==> src/rtl/axil_tg_pkg.sv <==
package axil_tg_pkg;
  localparam logic [1:0] RESP_OKAY   = 2'b00;
  localparam logic [1:0] RESP_SLVERR = 2'b10;
endpackage

==> src/rtl/guard_timer.sv <==
module guard_timer #(
  parameter int unsigned LIMIT = 16
) (
  input  logic clk_i,
  input  logic rst_ni,
  input  logic run_i,
  input  logic clr_i,
  output logic expire_o
);
  localparam int unsigned CNT_W = (LIMIT < 2) ? 1 : $clog2(LIMIT);
  localparam logic [CNT_W-1:0] LAST = CNT_W'(LIMIT - 1);

  logic [CNT_W-1:0] cnt_q;

  always_ff @(posedge clk_i or negedge rst_ni) begin
    if (!rst_ni)      cnt_q <= '0;
    else if (clr_i)   cnt_q <= '0;
    else if (run_i)   cnt_q <= cnt_q + 1'b1;
  end

  assign expire_o = run_i & (cnt_q == LAST);
endmodule

==> src/rtl/wr_guard.sv <==
module wr_guard
  import axil_tg_pkg::*;
#(
  parameter int unsigned LIMIT = 16
) (
  input  logic       clk_i,
  input  logic       rst_ni,
  input  logic       s_awvalid_i,
  output logic       s_awready_o,
  input  logic       s_wvalid_i,
  output logic       s_wready_o,
  output logic       s_bvalid_o,
  input  logic       s_bready_i,
  output logic [1:0] s_bresp_o,
  output logic       m_awvalid_o,
  input  logic       m_awready_i,
  output logic       m_wvalid_o,
  input  logic       m_wready_i,
  input  logic       m_bvalid_i,
  output logic       m_bready_o,
  input  logic [1:0] m_bresp_i
);
  logic aw_seen_q, w_seen_q, err_q;
  logic busy, run, b_done, expire;

  // one write in flight; error mode isolates the slave and accepts beats locally
  assign m_awvalid_o = s_awvalid_i & ~aw_seen_q & ~err_q;
  assign m_wvalid_o  = s_wvalid_i  & ~w_seen_q  & ~err_q;
  assign s_awready_o = ~aw_seen_q & (err_q | m_awready_i);
  assign s_wready_o  = ~w_seen_q  & (err_q | m_wready_i);
  assign s_bvalid_o  = err_q ? (aw_seen_q & w_seen_q) : m_bvalid_i;
  assign s_bresp_o   = err_q ? RESP_SLVERR : m_bresp_i;
  assign m_bready_o  = err_q | s_bready_i;   // sink any late slave response

  assign b_done = s_bvalid_o & s_bready_i;
  assign busy   = s_awvalid_i | s_wvalid_i | aw_seen_q | w_seen_q;
  assign run    = busy & ~err_q & ~m_bvalid_i;

  guard_timer #(.LIMIT(LIMIT)) u_timer (
    .clk_i    (clk_i),
    .rst_ni   (rst_ni),
    .run_i    (run),
    .clr_i    (b_done | ~busy),
    .expire_o (expire)
  );

  always_ff @(posedge clk_i or negedge rst_ni) begin
    if (!rst_ni) begin
      aw_seen_q <= 1'b0;
      w_seen_q  <= 1'b0;
      err_q     <= 1'b0;
    end else if (b_done) begin
      aw_seen_q <= 1'b0;
      w_seen_q  <= 1'b0;
      err_q     <= 1'b0;
    end else begin
      if (s_awvalid_i & s_awready_o) aw_seen_q <= 1'b1;
      if (s_wvalid_i & s_wready_o)   w_seen_q  <= 1'b1;
      if (expire)                    err_q     <= 1'b1;
    end
  end

  a_r5_b_hold: assert property (@(posedge clk_i) disable iff (!rst_ni)
    (s_bvalid_o && !s_bready_i) |=> (s_bvalid_o && $stable(s_bresp_o)));
  a_r8_b_pending_kept: assert property (@(posedge clk_i) disable iff (!rst_ni)
    (m_bvalid_i && !err_q) |=> !err_q);
  a_r6_wr_err_exit: assert property (@(posedge clk_i) disable iff (!rst_ni)
    (err_q && s_bvalid_o && s_bready_i) |=> !err_q);
  a_r3_wr_err_cause: assert property (@(posedge clk_i) disable iff (!rst_ni)
    $rose(err_q) |-> $past(s_awvalid_i || s_wvalid_i || aw_seen_q || w_seen_q));
endmodule

==> src/rtl/rd_guard.sv <==
module rd_guard
  import axil_tg_pkg::*;
#(
  parameter int unsigned DATA_W = 32,
  parameter int unsigned LIMIT  = 16
) (
  input  logic              clk_i,
  input  logic              rst_ni,
  input  logic              s_arvalid_i,
  output logic              s_arready_o,
  output logic              s_rvalid_o,
  input  logic              s_rready_i,
  output logic [DATA_W-1:0] s_rdata_o,
  output logic [1:0]        s_rresp_o,
  output logic              m_arvalid_o,
  input  logic              m_arready_i,
  input  logic              m_rvalid_i,
  output logic              m_rready_o,
  input  logic [DATA_W-1:0] m_rdata_i,
  input  logic [1:0]        m_rresp_i
);
  logic ar_seen_q, err_q;
  logic busy, run, r_done, expire;

  assign m_arvalid_o = s_arvalid_i & ~ar_seen_q & ~err_q;
  assign s_arready_o = ~ar_seen_q & (err_q | m_arready_i);
  assign s_rvalid_o  = err_q ? ar_seen_q : m_rvalid_i;
  assign s_rresp_o   = err_q ? RESP_SLVERR : m_rresp_i;
  assign s_rdata_o   = err_q ? {DATA_W{1'b1}} : m_rdata_i;
  assign m_rready_o  = err_q | s_rready_i;

  assign r_done = s_rvalid_o & s_rready_i;
  assign busy   = s_arvalid_i | ar_seen_q;
  assign run    = busy & ~err_q & ~m_rvalid_i;

  guard_timer #(.LIMIT(LIMIT)) u_timer (
    .clk_i    (clk_i),
    .rst_ni   (rst_ni),
    .run_i    (run),
    .clr_i    (r_done | ~busy),
    .expire_o (expire)
  );

  always_ff @(posedge clk_i or negedge rst_ni) begin
    if (!rst_ni) begin
      ar_seen_q <= 1'b0;
      err_q     <= 1'b0;
    end else if (r_done) begin
      ar_seen_q <= 1'b0;
      err_q     <= 1'b0;
    end else begin
      if (s_arvalid_i & s_arready_o) ar_seen_q <= 1'b1;
      if (expire)                    err_q     <= 1'b1;
    end
  end

  a_r5_r_hold: assert property (@(posedge clk_i) disable iff (!rst_ni)
    (s_rvalid_o && !s_rready_i) |=> (s_rvalid_o && $stable(s_rresp_o) && $stable(s_rdata_o)));
  a_r8_r_pending_kept: assert property (@(posedge clk_i) disable iff (!rst_ni)
    (m_rvalid_i && !err_q) |=> !err_q);
  a_r6_rd_err_exit: assert property (@(posedge clk_i) disable iff (!rst_ni)
    (err_q && s_rvalid_o && s_rready_i) |=> !err_q);
  a_r4_rd_err_cause: assert property (@(posedge clk_i) disable iff (!rst_ni)
    $rose(err_q) |-> $past(s_arvalid_i || ar_seen_q));
endmodule

==> src/rtl/axil_timeout_guard.sv <==
module axil_timeout_guard #(
  parameter int unsigned ADDR_W         = 32,
  parameter int unsigned DATA_W         = 32,
  parameter int unsigned TIMEOUT_CYCLES = 16
) (
  input  logic                clk_i,
  input  logic                rst_ni,
  input  logic                s_awvalid_i,
  output logic                s_awready_o,
  input  logic [ADDR_W-1:0]   s_awaddr_i,
  input  logic                s_wvalid_i,
  output logic                s_wready_o,
  input  logic [DATA_W-1:0]   s_wdata_i,
  input  logic [DATA_W/8-1:0] s_wstrb_i,
  output logic                s_bvalid_o,
  input  logic                s_bready_i,
  output logic [1:0]          s_bresp_o,
  input  logic                s_arvalid_i,
  output logic                s_arready_o,
  input  logic [ADDR_W-1:0]   s_araddr_i,
  output logic                s_rvalid_o,
  input  logic                s_rready_i,
  output logic [DATA_W-1:0]   s_rdata_o,
  output logic [1:0]          s_rresp_o,
  output logic                m_awvalid_o,
  input  logic                m_awready_i,
  output logic [ADDR_W-1:0]   m_awaddr_o,
  output logic                m_wvalid_o,
  input  logic                m_wready_i,
  output logic [DATA_W-1:0]   m_wdata_o,
  output logic [DATA_W/8-1:0] m_wstrb_o,
  input  logic                m_bvalid_i,
  output logic                m_bready_o,
  input  logic [1:0]          m_bresp_i,
  output logic                m_arvalid_o,
  input  logic                m_arready_i,
  output logic [ADDR_W-1:0]   m_araddr_o,
  input  logic                m_rvalid_i,
  output logic                m_rready_o,
  input  logic [DATA_W-1:0]   m_rdata_i,
  input  logic [1:0]          m_rresp_i
);
  assign m_awaddr_o = s_awaddr_i;
  assign m_wdata_o  = s_wdata_i;
  assign m_wstrb_o  = s_wstrb_i;
  assign m_araddr_o = s_araddr_i;

  wr_guard #(.LIMIT(TIMEOUT_CYCLES)) u_wr (
    .clk_i       (clk_i),
    .rst_ni      (rst_ni),
    .s_awvalid_i (s_awvalid_i),
    .s_awready_o (s_awready_o),
    .s_wvalid_i  (s_wvalid_i),
    .s_wready_o  (s_wready_o),
    .s_bvalid_o  (s_bvalid_o),
    .s_bready_i  (s_bready_i),
    .s_bresp_o   (s_bresp_o),
    .m_awvalid_o (m_awvalid_o),
    .m_awready_i (m_awready_i),
    .m_wvalid_o  (m_wvalid_o),
    .m_wready_i  (m_wready_i),
    .m_bvalid_i  (m_bvalid_i),
    .m_bready_o  (m_bready_o),
    .m_bresp_i   (m_bresp_i)
  );

  rd_guard #(.DATA_W(DATA_W), .LIMIT(TIMEOUT_CYCLES)) u_rd (
    .clk_i       (clk_i),
    .rst_ni      (rst_ni),
    .s_arvalid_i (s_arvalid_i),
    .s_arready_o (s_arready_o),
    .s_rvalid_o  (s_rvalid_o),
    .s_rready_i  (s_rready_i),
    .s_rdata_o   (s_rdata_o),
    .s_rresp_o   (s_rresp_o),
    .m_arvalid_o (m_arvalid_o),
    .m_arready_i (m_arready_i),
    .m_rvalid_i  (m_rvalid_i),
    .m_rready_o  (m_rready_o),
    .m_rdata_i   (m_rdata_i),
    .m_rresp_i   (m_rresp_i)
  );
endmodule

==> config.mk <==
export PLATFORM = sky130hd
export DESIGN_NAME = axil_timeout_guard
export DESIGN_NICKNAME = d
export VERILOG_FILES = /design/src/rtl/axil_tg_pkg.sv /design/src/rtl/guard_timer.sv /design/src/rtl/wr_guard.sv /design/src/rtl/rd_guard.sv /design/src/rtl/axil_timeout_guard.sv
export SDC_FILE = /design/constraint.sdc
export NUM_CORES = 1
export LEC_CHECK = 0
export CELL_PAD_IN_SITES_DETAIL_PLACEMENT = 0
export CELL_PAD_IN_SITES_GLOBAL_PLACEMENT = 1
export CORE_UTILIZATION = 12
export DETAILED_ROUTE_END_ITERATION = 10
export PLACE_DENSITY_LB_ADDON = 0.25
export SYNTH_ARGS = -nofsm -noshare
export SYNTH_HDL_FRONTEND = slang
export SYNTH_HIERARCHICAL = 1
export SYNTH_SLANG_ARGS = --single-unit
==> constraint.sdc <==
create_clock -name clk_i -period 1.5 [get_ports clk_i]
set_input_delay 0.225 -clock clk_i [delete_from_list [all_inputs] [get_ports clk_i]]
set_output_delay 0.225 -clock clk_i [all_outputs]
set_load 0.01 [all_outputs]
==> impl_metrics.py, run 1 <==
metrics = {
    "critical_path": {
        "worstPathArrival_ns": 1.28,
        "worst-setup-path-type": "reg2out",
        "crit_path_cell_trace": "buf_12, or2_2, buf_6",
        "critical-path-slowest-cell": "dfrtp_2",
        "setup.worst_path.start_class": "flip-flop",
        "cp.required_ns": 1.27,
        "crit_path_max_incr_delay_ns": 0.43,
        "largest_fanout_of_any_net_on_the_critical_path": 27,
        "cp-end-kind": "output pin",
    },
    "placement": {
        "io_buffer_count": 93,
        "post-dp-hpwl_um": 4440,
        "finalWeightedCongestion": 0.651,
        "placed_cell_area_um2": 2360,
    },
    "timing": {
        "worst-slew-pin-transition_ns": 0.292,
        "hold_violations": 0,
        "finalSetupViolations": 2,
        "finalCritPeriodShare_pct": 100,
        "maxClockFrequency_mhz": 664,
        "grt_setup_unrepaired": "yes",
        "worst_case_headroom_to_the_max_slew_limit_pct": 80.4,
        "final_critical_path_setup_slack_ns": -0.00612,
        "hold-worst-slack_ns": 0.296,
        "drv_slew": 0,
        "worst_clock_skew_ns": 0.00124,
        "finalWorstPathRequiredPeriod_ns": 1.51,
    },
    "drt": {
        "post-route-drc-count": 0,
        "antenna_left": 0,
        "drt-wirelength-per-cell_um": 13.1,
        "vias_per_cell": 3.33,
        "wl_um": 5470,
        "dr.pass1.iters": 3,
        "drc_marker_count_from_the_first_detailed_route_iteration": 25,
        "num_vias": 1388,
    },
    "yosys": {
        "synth-seq-cells": 13,
        "synth_area_leader_cell": "buf_4",
        "synth_area_leaders": "buf_4, dfrtp_1, or2_2",
        "synth_nets": 368,
        "synthesis.yosys.warnings": 6,
        "synth_sequential_area_ratio_pct": 18.1,
        "synthCells": 218,
        "avgSynthCellArea_um2": 8.25,
        "synth_cell_type_count": 32,
        "post_synthesis_cell_area_um2": 1800,
        "yosysTopAreaCellShare_pct": 41.8,
    },
    "pwr": {
        "power.share.combinational_pct": 36.8,
        "cellInternalPower_w": 0.00111,
        "p_per_area_nw_per_um2": 608,
        "switching_power_w": 0.000421,
        "power.share.sequential_pct": 30.0,
        "static-leakage-power_nw": 1.13,
        "power.share.clock_pct": 33.2,
        "vdd_drop_max_mv": 0.440,
        "switching_share_pct": 27.5,
    },
    "clock_network": {
        "clock_tree.htree_level_count": 1,
        "cts.sink_count": 13,
        "clkSlewWorstSetupHoldPaths_ns": 0.05,
        "ctsLongestPathBuffers": 2,
        "numCtsBuffers": 3,
        "cts-hold-fix-buffers": 0,
        "cts_root_buffer": "clkbuf_16",
        "clock_latency_at_the_later_pin_of_the_worst_skew_pair_ns": 0.24,
        "tritoncts": "built",
    },
    "final_layout": {
        "area_growth_pct": 40.0,
        "layout.cell_area.non_filler_um2": 2520,
        "final_util_pct": 17.3,
        "nNetsFinal": 384,
        "insertedDiodeCount": 0,
        "fill_cells": 1644,
        "layout-drive-gt1-share_pct": 53.6,
    },
    "grt": {
        "aggregate_global_route_resource_usage_pct": 6.87,
        "pin_count_of_the_biggest_net_entering_global_routing": 28,
        "gr-total-overflow": 0,
        "grt_pass1_vias": 1569,
        "antenna_violations_before_repair": 0,
        "grt_first_pass_wirelength_um": 8600,
    },
    "worst_hold_path": {
        "min-delay-path-class": "in2async",
    },
    "floorplan": {
        "std_cell_rows": 44,
        "core-area_um2": 14600,
        "num_io_pins": 294,
        "fp.dieH_um": 124,
        "dieArea_um2": 15500,
        "initial_utilization_pct": 12.3,
        "die_width_um": 124,
    },
    "run": {
        "max-cap-violations": 0,
    },
    "run_status": {
        "violations": "negative setup slack",
        "run_status": "finished with violations",
    },
}
==> per-stage QoR <==
stage / setup TNS (ns) / setup slack (ns) / instances / total power, W
after floorplan: 0 / 0.0472 / 218 / 0.000932
after global placement: -8.35 / -0.386 / 411 / 0.00102
after detailed placement: -8.36 / -0.423 / 411 / 0.00102
after CTS: -0.424 / -0.0755 / 416 / 0.00153
after global routing: -0.664 / -0.0407 / 417 / 0.00163
final: -0.00753 / -0.00612 / 417 / 0.00153
==> cells in the final DEF, fill, tap and decap left out, types with 3 or more instances in the layout <==
cell,count
nor2b_1,4
dfrtp_1,9
nor3b_2,3
buf_2,20
mux2_4,3
buf_4,16
dfrtp_2,4
inv_1,3
or2_1,4
clkbuf_16,4
or2_4,11
nor2_1,12
buf_6,27
clkdlybuf4s50_1,46
or2_2,21
==> power groups by stage <==
stage               Clock (W)  Sequential (W)  Combinational, W
floorplan                   0        0.000448          0.000484
global placement            0        0.000460          0.000561
detailed placement          0        0.000458          0.000559
CTS                  0.000522        0.000457          0.000546
global route         0.000540        0.000467          0.000620
finish               0.000509        0.000459          0.000564
==> flip-flops by register name (all words and copies together) (netlist names) <==
register / count
u_rd/ar_seen_q: 1
u_rd/err_q: 1
u_rd/u_timer/cnt_q: 4
u_wr/aw_seen_q: 1
u_wr/err_q: 1
u_wr/u_timer/cnt_q: 4
u_wr/w_seen_q: 1
==> final timing paths <==
kind | startpoint | to | slack (ns) | depth (start not counted)
setup / recovery | u_rd/err_q | s_rdata_o[4] | -0.006 | 3
hold / removal | rst_ni | u_wr/u_timer/cnt_q[1] | 0.30 | 2
setup reg to reg | u_wr/aw_seen_q | u_wr/u_timer/cnt_q[3] | 0.05 | 5
hold reg to reg | u_wr/aw_seen_q | u_wr/aw_seen_q | 0.60 | 2
max in group asynchronous | rst_ni | u_rd/err_q | 1.02 | 2
min in group clk_i | s_arvalid_i | u_rd/ar_seen_q | 0.44 | 3
==> cell type report <==
class / instances / area (um2) / share of cell area, %
tap: 184 / 230 / 9.15
multi-input combinational: 95 / 766 / 30.4
timing repair buffer: 118 / 1100 / 43.7
inverter: 3 / 11.3 / 0.447
sequential: 13 / 330 / 13.1
clock buffer: 4 / 78.8 / 3.13
==> synthesized netlist by cell type (all sizes together) <==
cell and instances:
nand4 2, buf 105, o221a 1, and4 3
and3b 1, nor2 14, inv 3, nor4 1
nor2b 4, a21bo 2, a211oi 2, or3 1
xnor2 2, nor3 3, mux2 3, or2 36
nor3b 3, a21o 1, nand3b 2, dfrtp 13
o21a 1, a21oi 2, o21ai 3, nand3 2
ha 2, clkbuf 2, a2bb2oi 1, mux2i 2
a21boi 1
==> critical path, delay by kind of cell (launching register included) <==
| family | cells | cell delay (ns) |
|---|---|---|
| buf+inv | 2 | 0.30 |
| flops | 1 | 0.43 |
| simple gates | 1 | 0.31 |
==> cell families (layout without fill, tap and decap cells) <==
group           after synthesis  in the layout  synth area share [%]
compound gates               14             14                  5.71
xor+xnor                      2              2                 0.974
fa+ha+maj                     2              2                  1.39
buf+inv                     110            125                  44.9
flops                        13             13                  18.1
mux                           5              5                  3.62
simple gates                 72             72                  25.3
==> repair_timing <==
action	in CTS	in global routing
pin swaps	0	2
gates resized for setup	200	37
endpoints found under the setup margin	54	43
gates cloned	0	1
setup buffers	2	0
==> routing by layer <==
| metal | up-vias | wire (um) | track usage (%) |
|---|---|---|---|
| met5 | - | 0 | 0 |
| met2 | 114 | 2640 | 11.6 |
| li1 | 625 | - | - |
| met4 | 0 | 240 | 3.47 |
| met3 | 26 | 597 | 3.01 |
| met1 | 623 | 1990 | 7.19 |
No activity file was read; power rests on OpenSTA's default activity.
==> inputs of run 2 (changes only) <==
--- a/config.mk
+++ b/config.mk
@@ -7,7 +7,7 @@
 export LEC_CHECK = 0
 export CELL_PAD_IN_SITES_DETAIL_PLACEMENT = 0
 export CELL_PAD_IN_SITES_GLOBAL_PLACEMENT = 1
-export CORE_UTILIZATION = 12
+export CORE_UTILIZATION = 13
 export DETAILED_ROUTE_END_ITERATION = 10
 export PLACE_DENSITY_LB_ADDON = 0.25
 export SYNTH_ARGS = -nofsm -noshare
==> constraint.sdc (replaced) <==
create_clock -name clk_i -period 1.6 [get_ports clk_i]
set_input_delay 0.24 -clock clk_i [delete_from_list [all_inputs] [get_ports clk_i]]
set_output_delay 0.24 -clock clk_i [all_outputs]
set_load 0.01 [all_outputs]
==> impl_metrics.py, run 2 (synthesized netlist as in run 1, its figures left out) <==
metrics = {
    "final_layout": {
        "nNetsFinal": 383,
        "layout-drive-gt1-share_pct": 46.6,
        "top_regs": "u_rd/u_timer/cnt_q x4, u_wr/u_timer/cnt_q x4",
        "final_cell_mix": "clkdlybuf4s50_1, or2_2, buf_4",
        "area_growth_pct": 33.1,
        "layout_commonest_cell": "clkdlybuf4s50_1",
        "insertedDiodeCount": 0,
        "fill_cells": 1531,
        "layout.cell_area.non_filler_um2": 2390,
        "stdcell_count": 408,
    },
    "timing": {
        "finalCritPeriodShare_pct": 98.0,
        "worst_case_headroom_to_the_max_slew_limit_pct": 73.8,
        "hold_violations": 0,
        "grt_setup_unrepaired": "yes",
        "maxClockFrequency_mhz": 638,
        "finalWorstPathRequiredPeriod_ns": 1.57,
        "final_critical_path_setup_slack_ns": 0.0318,
        "finalSetupViolations": 0,
        "drv_slew": 0,
        "worst-slew-pin-transition_ns": 0.390,
        "worst_clock_skew_ns": 0.000816,
    },
    "critical_path": {
        "largest_fanout_of_any_net_on_the_critical_path": 13,
        "worstReg2RegEnd": "u_rd/u_timer/cnt_q[3]",
        "register_to_register_setup_slack_ns": 0.06,
        "worst_setup_path_startpoint": "u_rd/err_q",
        "crit-reg2reg-launch": "u_rd/err_q",
        "cp-end-kind": "output pin",
        "worstPathArrival_ns": 1.33,
        "cp.required_ns": 1.36,
        "setup.worst_path.start_class": "flip-flop",
        "timing.reg2reg.worst_path_depth": 6,
        "worst-setup-path-type": "reg2out",
    },
    "pwr": {
        "power.share.combinational_pct": 35.2,
        "static-leakage-power_nw": 1.09,
        "vdd_drop_max_mv": 0.308,
        "report.power.total_w": 0.00139,
        "power.share.clock_pct": 33.9,
        "power.share.sequential_pct": 30.9,
        "switching_share_pct": 27.5,
        "p_per_area_nw_per_um2": 583,
        "switching_power_w": 0.000384,
        "cellInternalPower_w": 0.00101,
    },
    "drt": {
        "vias_per_cell": 3.41,
        "antenna_left": 0,
        "post-route-drc-count": 0,
        "dr.pass1.iters": 4,
        "drc_marker_count_from_the_first_detailed_route_iteration": 31,
        "drt-wirelength-per-cell_um": 12.9,
        "num_vias": 1391,
        "wl_um": 5260,
    },
    "grt": {
        "pin_count_of_the_biggest_net_entering_global_routing": 16,
        "aggregate_global_route_resource_usage_pct": 6.86,
        "antenna_violations_before_repair": 0,
        "grt_pass1_vias": 1420,
        "gr-total-overflow": 0,
        "grt_first_pass_wirelength_um": 7650,
    },
    "clock_network": {
        "tritoncts": "built",
        "cts-hold-fix-buffers": 0,
        "clkSlewWorstSetupHoldPaths_ns": 0.05,
        "ctsLongestPathBuffers": 2,
        "clock_tree.htree_level_count": 1,
        "numCtsBuffers": 3,
        "cts.sink_count": 13,
        "clock_latency_at_the_later_pin_of_the_worst_skew_pair_ns": 0.24,
        "cts_root_buffer": "clkbuf_16",
    },
    "floorplan": {
        "fp.dieH_um": 120,
        "core-area_um2": 13300,
        "num_io_pins": 294,
        "std_cell_rows": 42,
        "dieArea_um2": 14300,
        "die_width_um": 120,
        "initial_utilization_pct": 13.5,
    },
    "placement": {
        "dp_worst_setup_slack_ns": -0.341,
        "io_buffer_count": 93,
        "cells_after_dpl": 401,
        "placed_cell_area_um2": 2320,
        "finalWeightedCongestion": 0.668,
        "post-dp-hpwl_um": 4350,
    },
    "run_status": {
        "run_status": "finished clean",
    },
    "run": {
        "max-cap-violations": 0,
    },
    "worst_hold_path": {
        "min-delay-path-class": "in2async",
    },
}
-- run 2: changes by cell type in the layout (fill, tap and decap cells not counted), moves of 2 or more --
cell | previous run | this run
buf_4 | 16 | 18
nor3b_1 | 0 | 2
clkbuf_2 | 2 | 14
buf_2 | 20 | 13
dfrtp_2 | 4 | 2
or2_2 | 21 | 24
dfrtp_1 | 9 | 11
dlygate4sd2_1 | 1 | 8
or2_4 | 11 | 8
nor2_2 | 2 | 0
buf_6 | 27 | 12
nor3b_2 | 3 | 0
-- run 2: worst max-delay path: stages, from the launching register on --
cell     delay, ns
dfrtp_2       0.43
buf_6         0.14
buf_16        0.14
or2_4         0.26
buf_6         0.12
-- run 2: repair_timing --
action                     4_1_cts  5_1_grt
setup endpoints to repair       51       36
buffers inserted                 2        0
pin swaps                        0        0
gates resized for setup        137       36
cloned                           1        0
-- run 2: power by group through the flow --
stage / combinational [W] / sequential, W / clock [W]
finish: 0.000491 / 0.000431 / 0.000472
global route: 0.000535 / 0.000437 / 0.000510
global placement: 0.000526 / 0.000428 / 0
floorplan: 0.000454 / 0.000420 / 0
detailed placement: 0.000523 / 0.000432 / 0
CTS: 0.000493 / 0.000428 / 0.000485
-- run 2: cell type report --
type | count | area, um2 | area share (%)
sequential | 13 | 328 | 13.7
clock buffer | 4 | 78.8 | 3.29
timing repair buffer | 117 | 1020 | 42.8
inverter | 3 | 11.3 | 0.471
tap | 176 | 220 | 9.21
multi-input combinational | 95 | 731 | 30.5
-- run 2: metrics by stage --
step	utilization, %	setup TNS [ns]	hold WS, ns
after floorplan	-	0	-0.0556
after detailed placement	17.4	-4.10	0.480
after CTS	18.0	-0.237	0.321
after global routing	17.9	-0.00792	0.327
final	17.9	0	0.314
after global placement	17.4	-3.88	0.480
-- run 2: worst max-delay path by stage --
stage / end / slack, ns
floorplan: u_rd/u_timer/cnt_q[3] / 0.15
global placement: u_wr/u_timer/cnt_q[3] / -0.28
detailed placement: u_wr/u_timer/cnt_q[3] / -0.34
CTS: m_arvalid_o / -0.07
global route: u_rd/err_q / -0.008
finish: m_rready_o / 0.03
-- run 2: metal layers --
metal  GRT usage, %  routed length (um)  vias up
li1               -                   -      626
met1           7.52                2000      636
met2           11.3                2460       97
met3           2.80                 594       32
met4           3.67                 203        0
met5              0                   0        -
==> inputs of run 3 (changes only) <==
--- a/config.mk
+++ b/config.mk
@@ -9,7 +9,7 @@
 export CELL_PAD_IN_SITES_GLOBAL_PLACEMENT = 1
 export CORE_UTILIZATION = 13
 export DETAILED_ROUTE_END_ITERATION = 10
-export PLACE_DENSITY_LB_ADDON = 0.25
+export PLACE_DENSITY_LB_ADDON = 0.1
 export SYNTH_ARGS = -nofsm -noshare
 export SYNTH_HDL_FRONTEND = slang
 export SYNTH_HIERARCHICAL = 1
==> impl_metrics.py, run 3 (synthesized netlist as in run 1, its figures left out) <==
metrics = {
    "drt": {
        "drt-wirelength-per-cell_um": 12.7,
        "num_vias": 1358,
        "post-route-drc-count": 0,
        "wl_um": 5210,
        "antenna_left": 0,
        "dr.pass1.iters": 4,
        "vias_per_cell": 3.31,
        "drc_marker_count_from_the_first_detailed_route_iteration": 21,
    },
    "clock_network": {
        "numCtsBuffers": 3,
        "cts_root_buffer": "clkbuf_16",
        "cts-hold-fix-buffers": 0,
        "ctsLongestPathBuffers": 2,
        "clock_latency_at_the_later_pin_of_the_worst_skew_pair_ns": 0.24,
        "tritoncts": "built",
        "cts.sink_count": 13,
        "clkSlewWorstSetupHoldPaths_ns": 0.05,
        "clock_tree.htree_level_count": 1,
    },
    "final_layout": {
        "fill_cells": 1510,
        "final_cell_mix": "clkdlybuf4s50_1, buf_6, buf_4",
        "top_regs": "u_rd/u_timer/cnt_q x4, u_wr/u_timer/cnt_q x4",
        "layout-drive-gt1-share_pct": 48.7,
        "storage_cell_area_um2": 327,
        "nNetsFinal": 385,
        "layout.cell_area.non_filler_um2": 2470,
        "layout_commonest_cell": "clkdlybuf4s50_1",
        "area_growth_pct": 37.2,
        "area_of_the_multi_input_gates_um2": 738,
        "insertedDiodeCount": 0,
    },
    "critical_path": {
        "cp.required_ns": 1.36,
        "register_to_register_setup_slack_ns": 0.09,
        "worst-setup-path-type": "reg2out",
        "worstReg2RegEnd": "u_wr/u_timer/cnt_q[3]",
        "setup.worst_path.start_class": "flip-flop",
        "largest_fanout_of_any_net_on_the_critical_path": 14,
        "timing.reg2reg.worst_path_depth": 6,
        "cp-end-kind": "output pin",
        "worst_setup_path_startpoint": "u_rd/err_q",
        "crit-reg2reg-launch": "u_wr/err_q",
        "worst_setup_path_endpoint": "s_rresp_o[1]",
        "worstPathArrival_ns": 1.37,
    },
    "grt": {
        "pin_count_of_the_biggest_net_entering_global_routing": 15,
        "aggregate_global_route_resource_usage_pct": 6.94,
        "antenna_violations_before_repair": 0,
        "gr-total-overflow": 0,
        "grt_first_pass_wirelength_um": 7690,
        "grt_pass1_vias": 1359,
    },
    "timing": {
        "worst_case_headroom_to_the_max_slew_limit_pct": 79.2,
        "maxClockFrequency_mhz": 623,
        "worst-slew-pin-transition_ns": 0.310,
        "finalWorstPathRequiredPeriod_ns": 1.61,
        "drv_slew": 0,
        "final_critical_path_setup_slack_ns": -0.00514,
        "finalSetupViolations": 1,
        "hold_violations": 0,
        "grt_setup_unrepaired": "yes",
        "finalCritPeriodShare_pct": 100,
        "worst_clock_skew_ns": 0.000601,
    },
    "floorplan": {
        "core-area_um2": 13300,
        "die_width_um": 120,
        "fp.dieH_um": 120,
        "initial_utilization_pct": 13.5,
        "dieArea_um2": 14300,
        "num_io_pins": 294,
        "std_cell_rows": 42,
    },
    "placement": {
        "placed_cell_area_um2": 2340,
        "post-dp-hpwl_um": 4260,
        "io_buffer_count": 93,
        "finalWeightedCongestion": 0.631,
    },
    "run": {
        "max-cap-violations": 0,
    },
    "pwr": {
        "static-leakage-power_nw": 1.12,
        "report.power.total_w": 0.00140,
        "vdd_drop_max_mv": 0.248,
        "p_per_area_nw_per_um2": 569,
    },
    "run_status": {
        "violations": "negative setup slack",
        "run_status": "finished with violations",
    },
    "worst_hold_path": {
        "min-delay-path-class": "in2async",
    },
}
[run 3: cell types whose count changed in the layout (fill, tap and decap cells not counted), moves of 2 or more]
| cell | previous run | this run |
|---|---|---|
| buf_2 | 13 | 6 |
| buf_6 | 12 | 26 |
| clkdlybuf4s15_1 | 3 | 1 |
| dlygate4sd2_1 | 8 | 4 |
| or2_2 | 24 | 18 |
| or2_4 | 8 | 14 |
[run 3: per-layer routing]
metal / vias up / track usage (%) / part of all wire (%)
li1: 628 / - / -
met1: 611 / 6.84 / 33
met2: 81 / 12.7 / 53
met3: 38 / 1.85 / 9.6
met4: 0 / 4.61 / 4.4
met5: - / 0 / 0
[run 3: where the power goes]
group / switching, W / internal (W) / total (W)
Combinational: 0.000184 / 0.000325 / 0.000509
Clock: 0.000135 / 0.000336 / 0.000471
Sequential: 0.0000551 / 0.000369 / 0.000424
[run 3: what timing repair did]
item,4_1_cts,5_1_grt
buffers inserted,3,2
pin swaps,0,1
gates resized for setup,143,64
gates cloned,1,0
endpoints found under the hold margin,0,0
endpoints found under the setup margin,50,42
[run 3: layout make-up]
type,count,share of cell area [%]
Multi-Input combinational cell,95,29.9
Inverter,3,0.457
Clock buffer,4,3.20
Sequential cell,13,13.2
Timing Repair Buffer,119,44.2
Tap cell,176,8.93
[run 3: per-stage QoR]
step / setup TNS (ns) / std cells / hold slack, ns / worst slack (ns) / utilization [%]
final: -0.00514 / 410 / 0.317 / -0.00514 / 18.5
after global routing: -0.245 / 410 / 0.341 / -0.0490 / 18.5
after CTS: -1.92 / 409 / 0.329 / -0.147 / 18.4
after detailed placement: -3.72 / 401 / 0.480 / -0.397 / 17.5
after global placement: -4.12 / 401 / 0.480 / -0.388 / 17.5
after floorplan: 0 / 218 / -0.0556 / 0.147 / -
[run 3: critical path: stages (launching register included)]
cell     delay, ns
dfrtp_2       0.43
buf_6         0.13
buf_12        0.13
or2_2         0.29
buf_2         0.15
[run 3: worst min-delay path by stage]
stage                        start               endpoint  depth (start not counted)
floorplan                   rst_ni         u_rd/ar_seen_q                          0
global placement    s_araddr_i[12]         m_araddr_o[12]                          0
detailed placement  s_araddr_i[12]         m_araddr_o[12]                          0
CTS                         rst_ni         u_wr/aw_seen_q                          2
global route                rst_ni  u_wr/u_timer/cnt_q[2]                          2
finish                      rst_ni         u_wr/aw_seen_q                          2
